**src/rtl/pcm_hwy_pkg.sv**
```systemverilog
package pcm_hwy_pkg;
  localparam int unsigned DEF_NCH = 4;
  localparam int unsigned DEF_W   = 8;

  typedef enum logic {
    SYNC_SHORT = 1'b0,
    SYNC_LONG  = 1'b1
  } sync_style_e;
endpackage

```
**src/rtl/pcm_bclk_edge.sv**
```systemverilog
module pcm_bclk_edge (
  input  logic clk,
  input  logic rst_n,
  input  logic bit_clk,
  output logic rise,
  output logic fall
);
  logic bclk_q, bclk_n;

  always_comb bclk_n = bit_clk;

  always_ff @(posedge clk or negedge rst_n) begin
    if (!rst_n) bclk_q <= 1'b0;
    else        bclk_q <= bclk_n;
  end

  assign rise = bit_clk & ~bclk_q;
  assign fall = ~bit_clk & bclk_q;
endmodule

```
**src/rtl/pcm_sync_detect.sv**
```systemverilog
module pcm_sync_detect #(
  parameter int unsigned NCH = pcm_hwy_pkg::DEF_NCH
) (
  input  logic           clk,
  input  logic           rst_n,
  input  logic           rise,
  input  logic           long_sync,
  input  logic [NCH-1:0] sync_in,
  input  logic [NCH-1:0] standby,
  output logic [NCH-1:0] start
);
  import pcm_hwy_pkg::*;

  logic [NCH-1:0] seen1_q, seen2_q, seen1_n, seen2_n;
  sync_style_e    style;

  assign style = sync_style_e'(long_sync);

  always_comb begin
    seen1_n = seen1_q;
    seen2_n = seen2_q;
    if (rise) begin
      seen1_n = sync_in;
      seen2_n = seen1_q;
    end
  end

  always_ff @(posedge clk or negedge rst_n) begin
    if (!rst_n) begin
      seen1_q <= '0;
      seen2_q <= '0;
    end else begin
      seen1_q <= seen1_n;
      seen2_q <= seen2_n;
    end
  end

  for (genvar g = 0; g < NCH; g++) begin : g_ch
    logic edge_long, edge_short;
    assign edge_long  = sync_in[g] & ~seen1_q[g];
    assign edge_short = seen1_q[g] & ~seen2_q[g];
    assign start[g]   = rise & ~standby[g] &
                        ((style == SYNC_LONG) ? edge_long : edge_short);
  end

  // a start only ever happens on a bit-clock rising edge, and never twice in a row
  assert_start_once_R5: assert property (@(posedge clk) disable iff (!rst_n)
    (|start) |=> !(|start));
endmodule

```
**src/rtl/pcm_tx_serializer.sv**
```systemverilog
module pcm_tx_serializer #(
  parameter int unsigned NCH = pcm_hwy_pkg::DEF_NCH,
  parameter int unsigned W   = pcm_hwy_pkg::DEF_W
) (
  input  logic             clk,
  input  logic             rst_n,
  input  logic             rise,
  input  logic [NCH-1:0]   start,
  input  logic [NCH*W-1:0] words,
  output logic             ser_out,
  output logic             ser_oe,
  output logic             collide
);
  localparam int unsigned CW = (NCH > 1) ? $clog2(NCH) : 1;
  localparam int unsigned BW = $clog2(W);

  logic          act_q, act_n;
  logic [BW-1:0] cnt_q, cnt_n;
  logic [W-1:0]  sh_q, sh_n;
  logic          col_q, col_n;
  logic [CW-1:0] win;
  logic [CW:0]   nstart;
  logic          any, multi, last;

  always_comb begin
    win    = '0;
    nstart = '0;
    for (int i = NCH - 1; i >= 0; i--) begin
      if (start[i]) win = CW'(i);
    end
    for (int i = 0; i < NCH; i++) begin
      nstart = nstart + {{CW{1'b0}}, start[i]};
    end
  end

  assign any   = |start;
  assign multi = (nstart > (CW+1)'(1));
  assign last  = (cnt_q == BW'(W - 1));

  always_comb begin
    act_n = act_q;
    cnt_n = cnt_q;
    sh_n  = sh_q;
    col_n = 1'b0;
    if (rise) begin
      if (any) begin
        sh_n  = words[win*W +: W];
        act_n = 1'b1;
        cnt_n = '0;
        col_n = multi | (act_q & ~last);
      end else if (act_q) begin
        if (last) begin
          act_n = 1'b0;
          cnt_n = '0;
        end else begin
          sh_n  = {sh_q[W-2:0], 1'b0};
          cnt_n = cnt_q + BW'(1);
        end
      end
    end
  end

  always_ff @(posedge clk or negedge rst_n) begin
    if (!rst_n) begin
      act_q <= 1'b0;
      cnt_q <= '0;
      sh_q  <= '0;
      col_q <= 1'b0;
    end else begin
      act_q <= act_n;
      cnt_q <= cnt_n;
      sh_q  <= sh_n;
      col_q <= col_n;
    end
  end

  assign ser_out = act_q & sh_q[W-1];
  assign ser_oe  = act_q;
  assign collide = col_q;

  assert_collide_pulse_R8: assert property (@(posedge clk) disable iff (!rst_n)
    col_q |=> !col_q);
  assert_slot_end_R2: assert property (@(posedge clk) disable iff (!rst_n)
    (rise && act_q && last && !any) |=> !act_q);
  assert_oe_on_edge_R1: assert property (@(posedge clk) disable iff (!rst_n)
    !$stable(act_q) |-> $past(rise));
endmodule

```
**src/rtl/pcm_rx_deserializer.sv**
```systemverilog
module pcm_rx_deserializer #(
  parameter int unsigned NCH = pcm_hwy_pkg::DEF_NCH,
  parameter int unsigned W   = pcm_hwy_pkg::DEF_W
) (
  input  logic                                 clk,
  input  logic                                 rst_n,
  input  logic                                 rise,
  input  logic                                 fall,
  input  logic [NCH-1:0]                       start,
  input  logic                                 ser_in,
  output logic                                 rx_valid,
  output logic [((NCH > 1) ? $clog2(NCH) : 1)-1:0] rx_chan,
  output logic [W-1:0]                         rx_word
);
  localparam int unsigned CW = (NCH > 1) ? $clog2(NCH) : 1;
  localparam int unsigned BW = $clog2(W);

  logic [NCH-1:0]   done;
  logic [NCH*W-1:0] cand;

  for (genvar g = 0; g < NCH; g++) begin : g_ch
    logic          act_q, act_n;
    logic [BW-1:0] cnt_q, cnt_n;
    logic [W-2:0]  sh_q, sh_n;
    logic          last;

    assign last = (cnt_q == BW'(W - 1));
    assign done[g] = fall & act_q & last;
    assign cand[g*W +: W] = {sh_q, ser_in};

    always_comb begin
      act_n = act_q;
      cnt_n = cnt_q;
      sh_n  = sh_q;
      if (rise && start[g]) begin
        act_n = 1'b1;
        cnt_n = '0;
      end else if (fall && act_q) begin
        sh_n = {sh_q[W-3:0], ser_in};
        if (last) begin
          act_n = 1'b0;
          cnt_n = '0;
        end else begin
          cnt_n = cnt_q + BW'(1);
        end
      end
    end

    always_ff @(posedge clk or negedge rst_n) begin
      if (!rst_n) begin
        act_q <= 1'b0;
        cnt_q <= '0;
        sh_q  <= '0;
      end else begin
        act_q <= act_n;
        cnt_q <= cnt_n;
        sh_q  <= sh_n;
      end
    end

    assert_rx_slot_end_R6: assert property (@(posedge clk) disable iff (!rst_n)
      (fall && act_q && last && !(rise && start[g])) |=> !act_q);
  end

  logic          v_q, v_n;
  logic [CW-1:0] ch_q, ch_n;
  logic [W-1:0]  w_q, w_n;

  always_comb begin
    v_n  = |done;
    ch_n = ch_q;
    w_n  = w_q;
    for (int i = NCH - 1; i >= 0; i--) begin
      if (done[i]) begin
        ch_n = CW'(i);
        w_n  = cand[i*W +: W];
      end
    end
  end

  always_ff @(posedge clk or negedge rst_n) begin
    if (!rst_n) begin
      v_q  <= 1'b0;
      ch_q <= '0;
      w_q  <= '0;
    end else begin
      v_q  <= v_n;
      ch_q <= ch_n;
      w_q  <= w_n;
    end
  end

  assign rx_valid = v_q;
  assign rx_chan  = ch_q;
  assign rx_word  = w_q;

  assert_valid_pulse_R6: assert property (@(posedge clk) disable iff (!rst_n)
    v_q |=> !v_q);
  assert_valid_after_fall_R6: assert property (@(posedge clk) disable iff (!rst_n)
    v_q |-> $past(fall));
endmodule

```
**src/rtl/pcm_tdm_port.sv**
```systemverilog
module pcm_tdm_port #(
  parameter int unsigned NCH = pcm_hwy_pkg::DEF_NCH,
  parameter int unsigned W   = pcm_hwy_pkg::DEF_W,
  localparam int unsigned CW = (NCH > 1) ? $clog2(NCH) : 1
) (
  input  logic             clk,
  input  logic             rst_n,
  input  logic             bit_clk,
  input  logic             long_sync,
  input  logic [NCH-1:0]   standby,
  input  logic [NCH-1:0]   tx_sync,
  input  logic [NCH-1:0]   rx_sync,
  input  logic [NCH*W-1:0] tx_words,
  input  logic             ser_in,
  output logic             ser_out,
  output logic             ser_oe,
  output logic             slot_act_n,
  output logic             tx_collide,
  output logic             rx_valid,
  output logic [CW-1:0]    rx_chan,
  output logic [W-1:0]     rx_word
);
  logic [1:0]     rs_q;
  logic           core_rst_n;
  logic           rise, fall;
  logic [NCH-1:0] tx_start, rx_start;

  always_ff @(posedge clk or negedge rst_n) begin
    if (!rst_n) rs_q <= 2'b00;
    else        rs_q <= {rs_q[0], 1'b1};
  end
  assign core_rst_n = rs_q[1];

  pcm_bclk_edge u_edge (
    .clk(clk), .rst_n(core_rst_n), .bit_clk(bit_clk), .rise(rise), .fall(fall)
  );

  pcm_sync_detect #(.NCH(NCH)) u_tx_sync (
    .clk(clk), .rst_n(core_rst_n), .rise(rise), .long_sync(long_sync),
    .sync_in(tx_sync), .standby(standby), .start(tx_start)
  );

  pcm_sync_detect #(.NCH(NCH)) u_rx_sync (
    .clk(clk), .rst_n(core_rst_n), .rise(rise), .long_sync(long_sync),
    .sync_in(rx_sync), .standby(standby), .start(rx_start)
  );

  pcm_tx_serializer #(.NCH(NCH), .W(W)) u_tx (
    .clk(clk), .rst_n(core_rst_n), .rise(rise), .start(tx_start),
    .words(tx_words), .ser_out(ser_out), .ser_oe(ser_oe), .collide(tx_collide)
  );

  pcm_rx_deserializer #(.NCH(NCH), .W(W)) u_rx (
    .clk(clk), .rst_n(core_rst_n), .rise(rise), .fall(fall), .start(rx_start),
    .ser_in(ser_in), .rx_valid(rx_valid), .rx_chan(rx_chan), .rx_word(rx_word)
  );

  assign slot_act_n = ~ser_oe;

  // the indicator may fall only together with a rising bit-clock edge in the previous cycle
  assert_indicator_edge_R3: assert property (@(posedge clk) disable iff (!core_rst_n)
    $fell(slot_act_n) |-> $past(rise));
endmodule

```
**config.mk**
```make
export PLATFORM = sky130hd
export DESIGN_NAME = pcm_tdm_port
export DESIGN_NICKNAME = d
export VERILOG_FILES = /design/src/rtl/pcm_hwy_pkg.sv /design/src/rtl/pcm_bclk_edge.sv /design/src/rtl/pcm_sync_detect.sv /design/src/rtl/pcm_tx_serializer.sv /design/src/rtl/pcm_rx_deserializer.sv /design/src/rtl/pcm_tdm_port.sv
export SDC_FILE = /design/constraint.sdc
export NUM_CORES = 1
export LEC_CHECK = 0
export BUFFER_PORTS_ARGS = -buffer_cell sky130_fd_sc_hd__buf_2
export CAP_MARGIN = 20
export CELL_PAD_IN_SITES_DETAIL_PLACEMENT = 0
export CELL_PAD_IN_SITES_GLOBAL_PLACEMENT = 1
export CORE_ASPECT_RATIO = 0.5
export CORE_MARGIN = 4
export CORE_UTILIZATION = 44
export DETAILED_ROUTE_END_ITERATION = 12
export PLACE_DENSITY_LB_ADDON = 0.1
export SLEW_MARGIN = 10
export SYNTH_ARGS = -nofsm -noshare
export SYNTH_HDL_FRONTEND = slang
export SYNTH_SLANG_ARGS = --single-unit
```
**constraint.sdc**
```tcl
create_clock -name clk -period 2.9 [get_ports clk]
set_clock_uncertainty 0.05 [all_clocks]
set_input_delay 0.58 -clock clk [delete_from_list [all_inputs] [get_ports clk]]
set_output_delay 0.58 -clock clk [all_outputs]
set_load 0.01 [all_outputs]
```
# --- Word-level counts from Yosys, hierarchy flattened ---
# Index checks and enable logic that the tools add are counted.
word_totals:
  regBits: 87
  out_inout_bits: 15
op_classes:
  n_addsub: 8
  shifts: 1
  reduce_logical: 30
  n_bitwise: 69
  n_mux: 55
  n_eq_ne: 6
  magnitude_cmp: 1
op_table:
  columns: ["cell", "n"]
  rows:
  - ["two-way mux 8 bit", 7]
  - ["two-way mux 3 bit", 15]
  - ["AND 1 bit", 40]
  - ["variable part select 32 x 6 -> 8 bit", 1]
  - ["NOT 1 bit", 28]
  - ["two-way mux 1 bit", 25]
  - ["AND reduction 2 bit", 9]
  - ["nonzero test 2 bit", 9]
  - ["two-way mux 2 bit", 8]
  - ["adder 3 x 1 -> 3 bit, second input constant", 5]
  - ["== test 3 bit, second input constant", 5]
  - ["logical AND 1 bit", 8]
  - ["OR reduction 4 bit", 2]
  - ["adder 3 x 1 -> 3 bit", 2]
  - ["nonzero test 4 bit", 1]
  - ["> comparator 3 x 1 -> 1 bit, second input constant", 1]
  - ["AND reduction 3 bit", 1]
  - ["adder 1 x 1 -> 2 bit", 1]
  - ["!= test 2 x 1 -> 1 bit, second input constant", 1]
  - ["OR 1 bit", 1]

# --- Longest topological paths before layout ---
logic_depth:
  ltp_word: 11
  mapped_depth: 9
  mapped_depth_nobuf: 8

# --- Hierarchy ---
# A second synthesis with hierarchy kept.
unflattened:
  hier_cells: 377
  hier_area_um2: 4315.4
by_module_without_submodules:
  columns: ["mod", "area_per_inst_um2", "cells_each", "instances"]
  rows:
  - ["pcm_rx_deserializer", 2441.1, 195, 1]
  - ["pcm_tx_serializer", 965.9, 109, 1]
  - ["pcm_sync_detect", 405.4, 33, 2]
  - ["pcm_tdm_port", 57.6, 4, 1]
  - ["pcm_bclk_edge", 40.0, 3, 1]

# --- Worst setup path after synthesis ---
# OpenSTA, ideal clock, no wires.
synth_path:
  path_kind: "in2reg"
  from: "in long_sync"
  to: "reg u_tx.act_q (netlist: u_tx.ser_oe)"
  setup_slack_ns: 0.441
  t_arrival_ns: 2.268
  cell_stages: 9
  setup_time_ns: 0.141
  t_required_ns: 2.709
  path_cell_list: "and3b_1 > o211a_2 > inv_1 > ha_1 > inv_1 > o31ai_2 > o21a_1 > clkbuf_1 > o21ai_0"
synth_between:
  elab_chain_cells: 4
synth_rtl:
  columns: ["item", "line_no", "text"]
  rows:
  - ["start: declaration", "pcm_tdm_port.sv:9", "input logic long_sync,"]
  - ["two-way mux 1 bit", "pcm_sync_detect.sv:43", "((style == SYNC_LONG) ? edge_long : edge_short);"]
  - ["AND 1 bit", "pcm_sync_detect.sv:42", "assign start[g] = rise & ~standby[g] &"]
  - ["OR reduction 4 bit *", "pcm_tx_serializer.sv:36", "assign any = |start;"]
  - ["two-way mux 1 bit *", "pcm_tx_serializer.sv:46", "if (any) begin"]
  - ["end signal: assignment", "pcm_tx_serializer.sv:70", "act_q <= act_n;"]
  - ["end: declaration", "pcm_tx_serializer.sv:17", "logic act_q, act_n;"]
# Mark *: on every way between the ends. The rest lies on a longest branch, timed or not.
# A chain may end at the register's enable or synchronous reset.

# --- Worst setup path in the final report ---
layout_path:
  from: "in long_sync"
  to: "reg u_tx.cnt_q[1]"
layout_between:
  elab_chain_cells: 5
layout_rtl:
  columns: ["item", "line_no", "text"]
  rows:
  - ["two-way mux 1 bit", "pcm_sync_detect.sv:43", null]
  - ["AND 1 bit", "pcm_sync_detect.sv:42", null]
  - ["OR reduction 4 bit *", "pcm_tx_serializer.sv:36", null]
  - ["nonzero test 2 bit (no source line)", null, null]
  - ["AND reduction 2 bit (no source line)", null, null]
  - ["end signal: assignment", "pcm_tx_serializer.sv:71", "cnt_q <= cnt_n;"]
  - ["end: declaration", "pcm_tx_serializer.sv:18", "logic [BW-1:0] cnt_q, cnt_n;"]
# Marks and branches as above.

==> results by group <==
Worst setup path
  • Worst r2r path cells: 8
  • Sequence of cells on the critical path: buf_2, and3b_1, o211a_2, inv_1, ha_1, inv_1, nor3_2, and3_1, a22o_1
  • Reg2reg start: u_tx_sync.seen1_q[1]
  • CP startpoint: long_sync
  • CP delay by family, top: simple AND/OR/NAND/NOR gates
  • Crit start category: input port
  • Worst path max stage delay: 590 ps
  • Crit Path Max Fanout: 16
  • Critical path buffer and inverter count: 3
  • Crit. End Element: flop
  • WP data arrival: 2590 ps
  • RR Endpoint: u_tx.cnt_q[1]
  • R2R setup slack: 580 ps
  • Crit path to: u_tx.cnt_q[1]
  • CP max stage cell: nor3_2
  • WP data required: 3130 ps
  • CP Depth: 9
  • Crit Path Class: in -> reg
  • Most frequent CP cell: inv_1

Logic synthesis
  • Yosys top cell area share: 51.8%
  • Post-synth net total: 481
  • Cells after synthesis: 419
  • Synth async-reset ratio: 100%
  • Post-synth EDFFs: 0
  • YS warnings: 0
  • Primary FF master, synth: dfrtp_1
  • Cell taking the most area after synthesis: dfrtp_1
  • Ranking of synthesized cells by area: dfrtp_1, nand2_1, mux2_2
  • Register bit total from synthesis: 87
  • Sequential fraction of the synthesis area: 51.8%
  • Post-synth cell types: 44
  • Synthesized area: 0.00421 mm²
  • Syn_area_per_cell: 10.0 µm²

Flow run
  • Max_cap viols: 0

Timing
  • Final setup fails: 0
  • Unrepaired setup endpoints after global routing: false
  • Part of the cycle the worst path needs: 81.4%
  • Hold WS: 312 ps
  • Pins over their slew limit: 0
  • Final hold vios: 0
  • Crit path time final: 2360 ps
  • Fmax: 423 MHz
  • Worst-Margin Slew: 690 ps
  • Setup TNS: 0 ps
  • Setup WS post-layout: 538 ps
  • Slew HR: 53.7%

CTS
  • Clock sinks: 87
  • CTS Buf Count: 9
  • H-tree depth: 3
  • CTS tree: built
  • Root buf cell: clkbuf_16
  • CTS max path bufs: 2
  • Latest clock arrival within the worst-skew pair: 340 ps
  • Clock-pin slew on the worst setup and hold paths: 60 ps
  • Setup Buffers After CTS: 0

Floorplanning
  • Die height: 77.1 µm
  • Die width: 146 µm
  • Die ar.: 0.0113 mm²
  • Top Ports: 64
  • Cell row count: 24
  • Placeable Area: 0.00901 mm²
  • Starting Density: 46.7%

Finish
  • FF/Latch Area: 0.00218 mm²
  • Layout cells sized above 1: 24.5%
  • Final net count: 547
  • Layout area overhead: 18.8%
  • Core Util, Final: 55.5%
  • Multi-input gate area: 0.00189 mm²
  • Fill cells: 835
  • Ant. Diodes: 0

Run status
  • Run status: finished clean

Detailed routing
  • DRT antenna net count: 0
  • Via/cell ratio: 5.41
  • DR vias: 3285
  • Post-DR wirelength/cell: 15.6 µm
  • First-pass DRT Iterations: 4
  • Final WL: 9460 µm
  • 1st-iter DRT viols: 235
  • Residual DRC count: 0

Global routing
  • GRT Total Usage: 17.4%
  • Grt ovf: 0
  • Antenna violations before repair: 0
  • Largest net degree at the start of global routing: 51
  • First-pass GRT wire length: 15800 µm
  • Vias in the first global route: 3301

Power and ir drop
  • Max VDD drop: 304 µV
  • Pleak: 2.54 nW
  • Power per Cell Area: 838 mW/mm²

Place
  • Routability congestion estimate: 0.804
  • Place WS: 218 ps
  • Post-DP HPWL: 6940 µm
  • PortBufs: 63

Hold path
  • Hold Path Class: reg -> reg
[timing repair]
action / 4_1_cts / 5_1_grt
hold buffers: 1 / 0
hold endpoints to repair: 2 / 0
resized for setup: 0 / 0
[worst min-delay path by stage]
stage	from	end	depth (start not counted)
2_1_floorplan	rst_n	rs_q[0]	0
3_3_place_gp	rs_q[0]	rs_q[1]	0
3_5_place_dp	rs_q[0]	rs_q[1]	0
4_1_cts	rs_q[0]	rs_q[1]	0
5_1_grt	rs_q[0]	rs_q[1]	0
6_report	rs_q[0]	rs_q[1]	0
[cells in the final DEF, fill, tap and decap left out, types with 4 or more instances in the layout]
cell type	netlist	routed
a22o_1	4	4
nand2_1	102	102
o22ai_1	6	6
mux2_2	22	22
and3b_1	6	6
o21ai_0	8	8
a221o_1	15	15
dfrtp_1	87	86
inv_1	16	16
nand3b_1	9	9
clkbuf_16	0	9
ha_1	13	13
a21o_1	6	6
nor3_1	6	6
buf_2	4	63
a21oi_1	29	29
a211oi_1	7	7
nor2_1	21	21
mux2i_1	7	7
buf_4	0	9
[report_power, final]
part | leakage [nW] | internal [W] | total, W | switching (W)
logic | 1.32 | 0.000539 | 0.00103 | 0.000491
registers | 1.08 | 0.00167 | 0.00199 | 0.000319
clock network | 0.144 | 0.000678 | 0.00117 | 0.000496
total | 2.54 | 0.00288 | 0.00419 | 0.00131
[final cells by class]
class	instances	share of cell area, %
well taps	117	2.93
clock inverters	7	1.58
flip-flops and latches	87	43.6
repair buffers	74	8.26
multi-input cells	297	37.9
inverters	16	1.20
clock buffers	9	4.51
[synth_stat cells (2+ instances only)]
master	n
a221o_1	15
nor3_1	6
ha_1	13
clkbuf_1	13
or3_1	3
o22ai_1	6
and3b_1	6
inv_1	16
buf_2	4
nand4b_1	2
or3b_1	2
nand2_1	102
nor2b_1	2
a21oi_1	29
nand3b_1	9
buf_1	2
a31oi_1	2
nor2_1	21
and2_1	2
nor3b_1	2
nand2b_1	3
mux2i_1	7
mux2_2	22
dfrtp_1	87
a211oi_1	7
a22o_1	4
o31ai_2	2
and3_1	2
o21ai_0	8
a21o_1	6
[per-layer routing]
layer / share of wire (%) / vias to the layer above / track usage [%]
met3: 6.2 / 14 / 5.42
met2: 48 / 89 / 28.3
li1: - / 1603 / -
met4: 1.3 / 0 / 5.72
met5: 0 / - / 0
met1: 45 / 1579 / 22.3
[cell families (layout without fill, tap and decap cells)]
kind of cell    Yosys count  after routing  synth area share [%]
compound gates           88             88                  15.2
fa+ha+maj                13             13                  3.87
buf+inv                  35            106                  3.24
flops                    87             87                  51.8
mux                      29             29                  7.56
other cells               1              1                0.0891
simple gates            166            166                  18.3
[stage by stage]
step / area [µm²] / cells / total power (W)
global placement: 4680 / 590 / 0.00297
finish: 5000 / 607 / 0.00419
CTS: 5000 / 607 / 0.00426
detailed placement: 4680 / 590 / 0.00305
floorplan: 4210 / 419 / 0.00267
global route: 5000 / 607 / 0.00449
[registers in the layout, indices dropped and copies added, names as in the netlist, 2 cells and up]
signal / count
u_rx.g_ch.sh_q: 28
u_rx.g_ch.cnt_q: 12
u_rx.rx_word: 8
u_tx.sh_q: 8
u_rx.g_ch.act_q: 4
u_rx_sync.seen1_q: 4
u_rx_sync.seen2_q: 4
u_tx_sync.seen1_q: 4
u_tx_sync.seen2_q: 4
u_tx.cnt_q: 3
rs_q: 2
u_rx.rx_chan: 2
(Power assumes the default switching activity.)
